===== src/rtl/qpc_pkg.sv =====
package qpc_pkg;
  localparam int unsigned OFS_STAT = 4;
  localparam int unsigned OFS_POS  = 8;
  localparam int unsigned OFS_IDX  = 12;
  localparam int unsigned BIT_SEEN = 0;
  localparam int unsigned BIT_ERR  = 1;

  typedef enum logic [1:0] {
    MV_NONE = 2'd0,
    MV_UP   = 2'd1,
    MV_DN   = 2'd2,
    MV_BAD  = 2'd3
  } move_e;
endpackage


===== src/rtl/qpc_sync_filt.sv =====
module qpc_sync_filt #(
  parameter int FILT_CNT = 4
) (
  input  logic clk,
  input  logic rst_n,
  input  logic din,
  output logic dout
);
  localparam int CW = (FILT_CNT > 1) ? $clog2(FILT_CNT) : 1;

  logic          s1_q, s2_q, filt_q, filt_n;
  logic [CW-1:0] cnt_q, cnt_n;

  // Accept a new level only after FILT_CNT consecutive differing samples
  always_comb begin
    filt_n = filt_q;
    cnt_n  = cnt_q;
    if (s2_q == filt_q) begin
      cnt_n = '0;
    end else if (cnt_q == CW'(FILT_CNT - 1)) begin
      filt_n = s2_q;
      cnt_n  = '0;
    end else begin
      cnt_n = cnt_q + CW'(1);
    end
  end

  always_ff @(posedge clk or negedge rst_n) begin
    if (!rst_n) begin
      s1_q   <= 1'b0;
      s2_q   <= 1'b0;
      filt_q <= 1'b0;
      cnt_q  <= '0;
    end else begin
      s1_q   <= din;
      s2_q   <= s1_q;
      filt_q <= filt_n;
      cnt_q  <= cnt_n;
    end
  end

  assign dout = filt_q;
endmodule


===== src/rtl/qpc_decoder.sv =====
module qpc_decoder
  import qpc_pkg::*;
#(
  parameter int DATA_W = 32
) (
  input  logic              clk,
  input  logic              rst_n,
  input  logic              a,
  input  logic              b,
  output logic [DATA_W-1:0] pos,
  output logic              bad_evt
);
  logic              pa_q, pb_q;
  logic [DATA_W-1:0] pos_q, pos_n;
  move_e             mv;

  // Transition table over {previous A, previous B, A, B}
  always_comb begin
    unique case ({pa_q, pb_q, a, b})
      4'b0010, 4'b1011, 4'b1101, 4'b0100: mv = MV_UP;
      4'b0001, 4'b0111, 4'b1110, 4'b1000: mv = MV_DN;
      4'b0011, 4'b1100, 4'b0110, 4'b1001: mv = MV_BAD;
      default:                            mv = MV_NONE;
    endcase
  end

  always_comb begin
    pos_n = pos_q;
    if (mv == MV_UP)      pos_n = pos_q + DATA_W'(1);
    else if (mv == MV_DN) pos_n = pos_q - DATA_W'(1);
  end

  always_ff @(posedge clk or negedge rst_n) begin
    if (!rst_n) begin
      pa_q  <= 1'b0;
      pb_q  <= 1'b0;
      pos_q <= '0;
    end else begin
      pa_q  <= a;
      pb_q  <= b;
      pos_q <= pos_n;
    end
  end

  assign pos     = pos_q;
  assign bad_evt = (mv == MV_BAD);
endmodule


===== src/rtl/qpc_regs.sv =====
module qpc_regs
  import qpc_pkg::*;
#(
  parameter int DATA_W = 32,
  parameter int ADDR_W = 6
) (
  input  logic              clk,
  input  logic              rst_n,
  input  logic [DATA_W-1:0] pos,
  input  logic              idx_f,
  input  logic              bad_evt,
  input  logic              rd_en,
  input  logic [ADDR_W-1:0] rd_addr,
  output logic [DATA_W-1:0] rd_data,
  output logic [DATA_W-1:0] idx_pos,
  output logic              idx_seen,
  output logic              err_flag
);
  logic              idx_prev_q;
  logic [DATA_W-1:0] cap_q, cap_n, rdata_q, rdata_n;
  logic              seen_q, seen_n, err_q, err_n;
  logic              idx_rise, rd_stat, rd_idx, rd_pos;
  logic [DATA_W-1:0] stat_word;

  assign idx_rise = idx_f & ~idx_prev_q;
  assign rd_stat  = rd_en && (rd_addr == ADDR_W'(OFS_STAT));
  assign rd_pos   = rd_en && (rd_addr == ADDR_W'(OFS_POS));
  assign rd_idx   = rd_en && (rd_addr == ADDR_W'(OFS_IDX));

  always_comb begin
    stat_word           = '0;
    stat_word[BIT_SEEN] = seen_q;
    stat_word[BIT_ERR]  = err_q;
  end

  always_comb begin
    cap_n   = idx_rise ? pos : cap_q;
    seen_n  = idx_rise ? 1'b1 : (rd_idx ? 1'b0 : seen_q);
    err_n   = bad_evt ? 1'b1 : (rd_stat ? 1'b0 : err_q);
    rdata_n = rdata_q;
    if (rd_en) begin
      if (rd_stat)     rdata_n = stat_word;
      else if (rd_pos) rdata_n = pos;
      else if (rd_idx) rdata_n = cap_q;
      else             rdata_n = '0;
    end
  end

  always_ff @(posedge clk or negedge rst_n) begin
    if (!rst_n) begin
      idx_prev_q <= 1'b0;
      cap_q      <= '0;
      seen_q     <= 1'b0;
      err_q      <= 1'b0;
      rdata_q    <= '0;
    end else begin
      idx_prev_q <= idx_f;
      cap_q      <= cap_n;
      seen_q     <= seen_n;
      err_q      <= err_n;
      rdata_q    <= rdata_n;
    end
  end

  assign rd_data  = rdata_q;
  assign idx_pos  = cap_q;
  assign idx_seen = seen_q;
  assign err_flag = err_q;
endmodule


===== src/rtl/qpc_top.sv =====
module qpc_top #(
  parameter int DATA_W   = 32,
  parameter int ADDR_W   = 6,
  parameter int FILT_CNT = 4
) (
  input  logic              clk,
  input  logic              rst_n,
  input  logic              enc_a_i,
  input  logic              enc_b_i,
  input  logic              enc_idx_i,
  input  logic              rd_en_i,
  input  logic [ADDR_W-1:0] rd_addr_i,
  output logic [DATA_W-1:0] rd_data_o
);
  localparam int NCH = 3;

  logic [NCH-1:0]    enc_raw, enc_f;
  logic [DATA_W-1:0] pos, idx_pos;
  logic              bad_evt, idx_seen, err_flag;

  assign enc_raw = {enc_idx_i, enc_b_i, enc_a_i};

  for (genvar g = 0; g < NCH; g++) begin : g_in
    qpc_sync_filt #(.FILT_CNT(FILT_CNT)) u_sf (
      .clk  (clk),
      .rst_n(rst_n),
      .din  (enc_raw[g]),
      .dout (enc_f[g])
    );
  end

  qpc_decoder #(.DATA_W(DATA_W)) u_dec (
    .clk    (clk),
    .rst_n  (rst_n),
    .a      (enc_f[0]),
    .b      (enc_f[1]),
    .pos    (pos),
    .bad_evt(bad_evt)
  );

  qpc_regs #(.DATA_W(DATA_W), .ADDR_W(ADDR_W)) u_regs (
    .clk     (clk),
    .rst_n   (rst_n),
    .pos     (pos),
    .idx_f   (enc_f[2]),
    .bad_evt (bad_evt),
    .rd_en   (rd_en_i),
    .rd_addr (rd_addr_i),
    .rd_data (rd_data_o),
    .idx_pos (idx_pos),
    .idx_seen(idx_seen),
    .err_flag(err_flag)
  );
endmodule


===== config.mk =====
export PLATFORM = sky130hd
export DESIGN_NAME = qpc_top
export DESIGN_NICKNAME = d
export VERILOG_FILES = /design/src/rtl/qpc_pkg.sv /design/src/rtl/qpc_sync_filt.sv /design/src/rtl/qpc_decoder.sv /design/src/rtl/qpc_regs.sv /design/src/rtl/qpc_top.sv
export SDC_FILE = /design/constraint.sdc
export NUM_CORES = 1
export LEC_CHECK = 0
export BUFFER_PORTS_ARGS = -buffer_cell sky130_fd_sc_hd__buf_2
export CAP_MARGIN = 20
export CORE_ASPECT_RATIO = 2
export CORE_MARGIN = 2
export CORE_UTILIZATION = 45
export DETAILED_ROUTE_END_ITERATION = 16
export GPL_ROUTABILITY_DRIVEN = 0
export HOLD_SLACK_MARGIN = 0.03
export SYNTH_ARGS = -nofsm -noshare
export SYNTH_HDL_FRONTEND = slang
export SYNTH_SLANG_ARGS = --single-unit

===== constraint.sdc =====
create_clock -name clk -period 3.95 [get_ports clk]
set_input_delay 0.1975 -clock clk [delete_from_list [all_inputs] [get_ports clk]]
set_output_delay 0.1975 -clock clk [all_outputs]
set_load 0.02 [all_outputs]

==> summary.md <==
| Metric | Value |
|---|---|
| Worst-Skew Late Latency | `~0.41 ns` |
| Ys Warns | `0` |
| Clock root cell | `clkbuf_16` |
| Share of layout cells above drive strength 1 | `0.220` |
| Synthesis-to-layout area growth | `16.3%` |
| Met1 wire length | `roughly 5500 microns` |
| Crit path kind | `flop to flop` |
| Placeable core area | `between 10,000 and 15,000 sq um` |
| GRT overflow | `0` |
| DR top layer | `met4` |
| Std cell rows | `between 60 and 70` |
| CP required | `roughly 4.3 ns` |
| Routed met3 length | `405 microns` |
| First-pass DRT Iterations | `5` |
| Post-synth top area cell | `dfrtp_1` |
| First-pass GRT wire length | `between 20,000 and 25,000 microns` |
| Unique masters post-synth | `57` |
| Via Count | `4,818` |
| Crit path max fanout | `11` |
| Starting Density | `0.459` |
| I/O pins | `44` |
| Vias per cell | `approximately 5.6` |
| Die X | `just under 90 microns` |
| CTS clk-pin slew, worst paths | `~0.060 ns` |
| Cell Area, Synth | `between 6000 and 7000 sq um` |
| RSZ-0062 raised after global routing | `no` |
| Worst setup SP type | `flop` |
| Slew margin rel. | `0.342` |
| Die area | `15,100 sq um` |
| Asr flop ratio synth | `1.00` |
| Max Slew Vio Count | `0` |
| Seq/Total Area, Yosys | `0.458` |
| Max cap viols | `0` |
| Number of synthesized register bits | `116` |
| Share of the synthesized area in the top cell type | `0.458` |
| Fillers | `1,231` |
| DP HPWL | `9970 microns` |
| Top_reg_cell synth | `dfrtp_1` |
| Gr usage total | `0.205` |
| Initial drt markers | `between 100 and 150` |
| EDFF count, synth | `0` |
| Number of port buffers | `43` |
| Synth area leaders | `dfrtp_1 (46%), ha_1 (7.5%), mux2_2 (5.7%)` |
| Crit path arrival time | `roughly 4.0 ns` |
| Avg Inst Size Synth | `between 10 and 15 sq um` |
| Antenna-violating nets left | `0` |
| Worst setup EP type | `flop` |
| Wire length on met2 | `between 7000 and 8000 microns` |
| Tcrit/Tclk final | `0.922` |
| Worst-margin pin slew | `approximately 0.99 ns` |
| Total negative slack | `0 ns` |
| Final hold viol count | `0` |
| Ant diodes | `0` |
| Number of global-route vias before repair | `around 5,000` |
| Skew final | `roughly 0.0075 ns` |
| WL per Instance | `around 17 microns` |
| DRC violations left | `0` |
| CTS sink cnt | `around 120` |
| Die Y | `~170 microns` |
| Max H-tree Level | `4` |
| WL final | `roughly 14,000 microns` |
| Synth cell count leaders | `dfrtp_1 (116), nand2_1 (62), nor2b_1 (40)` |
| Final Setup Violations | `0` |
| Reg2reg setup slack | `0.31 ns` |
| Hold Path Class | `input port to flop` |
| Status | `complete, no violations` |
| Layout Nets | `about 700` |
| CTS Buf Count | `17` |
| Initial antenna violation count | `0` |
| Synth Instances | `601` |
| TritonCTS clock tree | `done` |
| Clk buf depth | `2` |
| Post-layout min period | `~3.6 ns` |
| F_max | `around 0.27 GHz` |
| Syn nets | `between 600 and 700` |
| Count leader, synth | `dfrtp_1` |
| Largest net degree at the start of global routing | `~80` |
==> path summary, 6_finish.rpt <==
path                                    from  cells after the start            endpoint
max reg2reg                       u_dec.pa_q                     13       u_dec.pos[28]
min                             rd_addr_i[0]                      4   u_regs.rd_data[1]
max                               u_dec.pa_q                     13       u_dec.pos[28]
min reg2reg                g_in[1].u_sf.s1_q                      0   g_in[1].u_sf.s2_q
max in group asynchronous              rst_n                      3  u_regs.idx_pos[16]
min in group asynchronous              rst_n                      2  u_regs.idx_pos[11]
==> what timing repair did <==
item | in CTS | in global routing
setup endpoints to repair | 0 | 7
hold endpoints to repair | 78 | 0
gates resized for setup | 0 | 2
hold buffers | 4 | 0
setup buffers | 0 | 1
==> kinds of logic (layout without fill, tap and decap cells) <==
logic type               Yosys count  after routing  share of synthesized area
adder cells (fa/ha/maj)           39             39                     0.0782
flip-flops                       116            116                      0.458
XOR/XNOR                          27             27                     0.0373
AO/OA/AOI/OAI                    178            178                      0.214
multiplexers                      32             32                     0.0569
buffers and inverters             44            107                     0.0278
AND/OR/NAND/NOR                  165            165                      0.127
==> layer usage <==
| layer | global-route usage | up-vias |
|---|---|---|
| met5 | 0 | - |
| met4 | 0.0997 | 0 |
| met2 | 0.370 | 96 |
| met1 | 0.221 | 2390 |
| met3 | 0.0422 | 44 |
| li1 | - | 2288 |
==> flip-flops by register name, summed over array words and instances, names as in the netlist, 3 cells and up <==
signal,cells
u_dec.pos,32
u_regs.idx_pos,32
g_in.u_sf.s2_q,3
g_in.u_sf.cnt_q,6
g_in.u_sf.s1_q,3
g_in.u_sf.dout,3
u_regs.rd_data,32
==> critical path, stage by stage, from the launching register on <==
cell and delay, ns:
dfrtp_1 0.42, nor2b_1 0.15, o31ai_1 0.33, ha_2 0.39, clkinvlp_4 0.33, ha_1 0.49, nand2b_1 0.15, a211oi_2 0.27
nor2_1 0.08, a21oi_2 0.22, a21oi_4 0.11, o21bai_4 0.24, a211oi_1 0.13, a311oi_2 0.24
==> area by class of cell <==
type | count | area [sq um] | share of cell area
clock buffer | 21 | 470 | 0.0639
clock inverter | 11 | 80.1 | 0.0109
inverter | 18 | 71.3 | 0.00968
multi-input combinational | 441 | 3260 | 0.443
sequential | 116 | 2900 | 0.394
tap | 189 | 236 | 0.0321
timing repair buffer | 56 | 338 | 0.0459
timing repair inverter | 1 | 7.51 | 0.00102
==> layout by cell type, fill, tap and decap left out, drive strengths merged, types with 3 or more instances in the layout <==
cell / instances
o21ai: 46
clkinv: 4
nand2: 62
mux2: 32
o31ai: 5
dlygate4sd3: 4
a21oi: 38
nor2b: 40
o211ai: 3
xor2: 10
nor3: 8
and3: 3
clkbuf: 21
nor2: 27
dfrtp: 116
nand4: 6
a211oi: 6
nand2b: 4
clkinvlp: 9
inv: 17
ha: 38
o21bai: 4
o2111ai: 3
buf: 52
nand3: 10
a221o: 30
a21o: 21
xnor2: 17
==> metrics by stage <==
step            util  instance area (sq um)  instances  setup slack (ns)  hold WS, ns
2_1_floorplan      -                   6340        601             0.449      -0.0981
3_3_place_gp   0.488                   6740        815             0.325        0.306
3_5_place_dp   0.488                   6740        815             0.228        0.307
4_1_cts        0.531                   7330        851             0.187        0.103
5_1_grt        0.533                   7370        853            0.0439        0.115
6_report       0.533                   7370        853             0.308        0.116
Power is left out: the tool's default activity adds up to more than one toggle a clock period on the data nets, which glitch-free logic cannot reach.
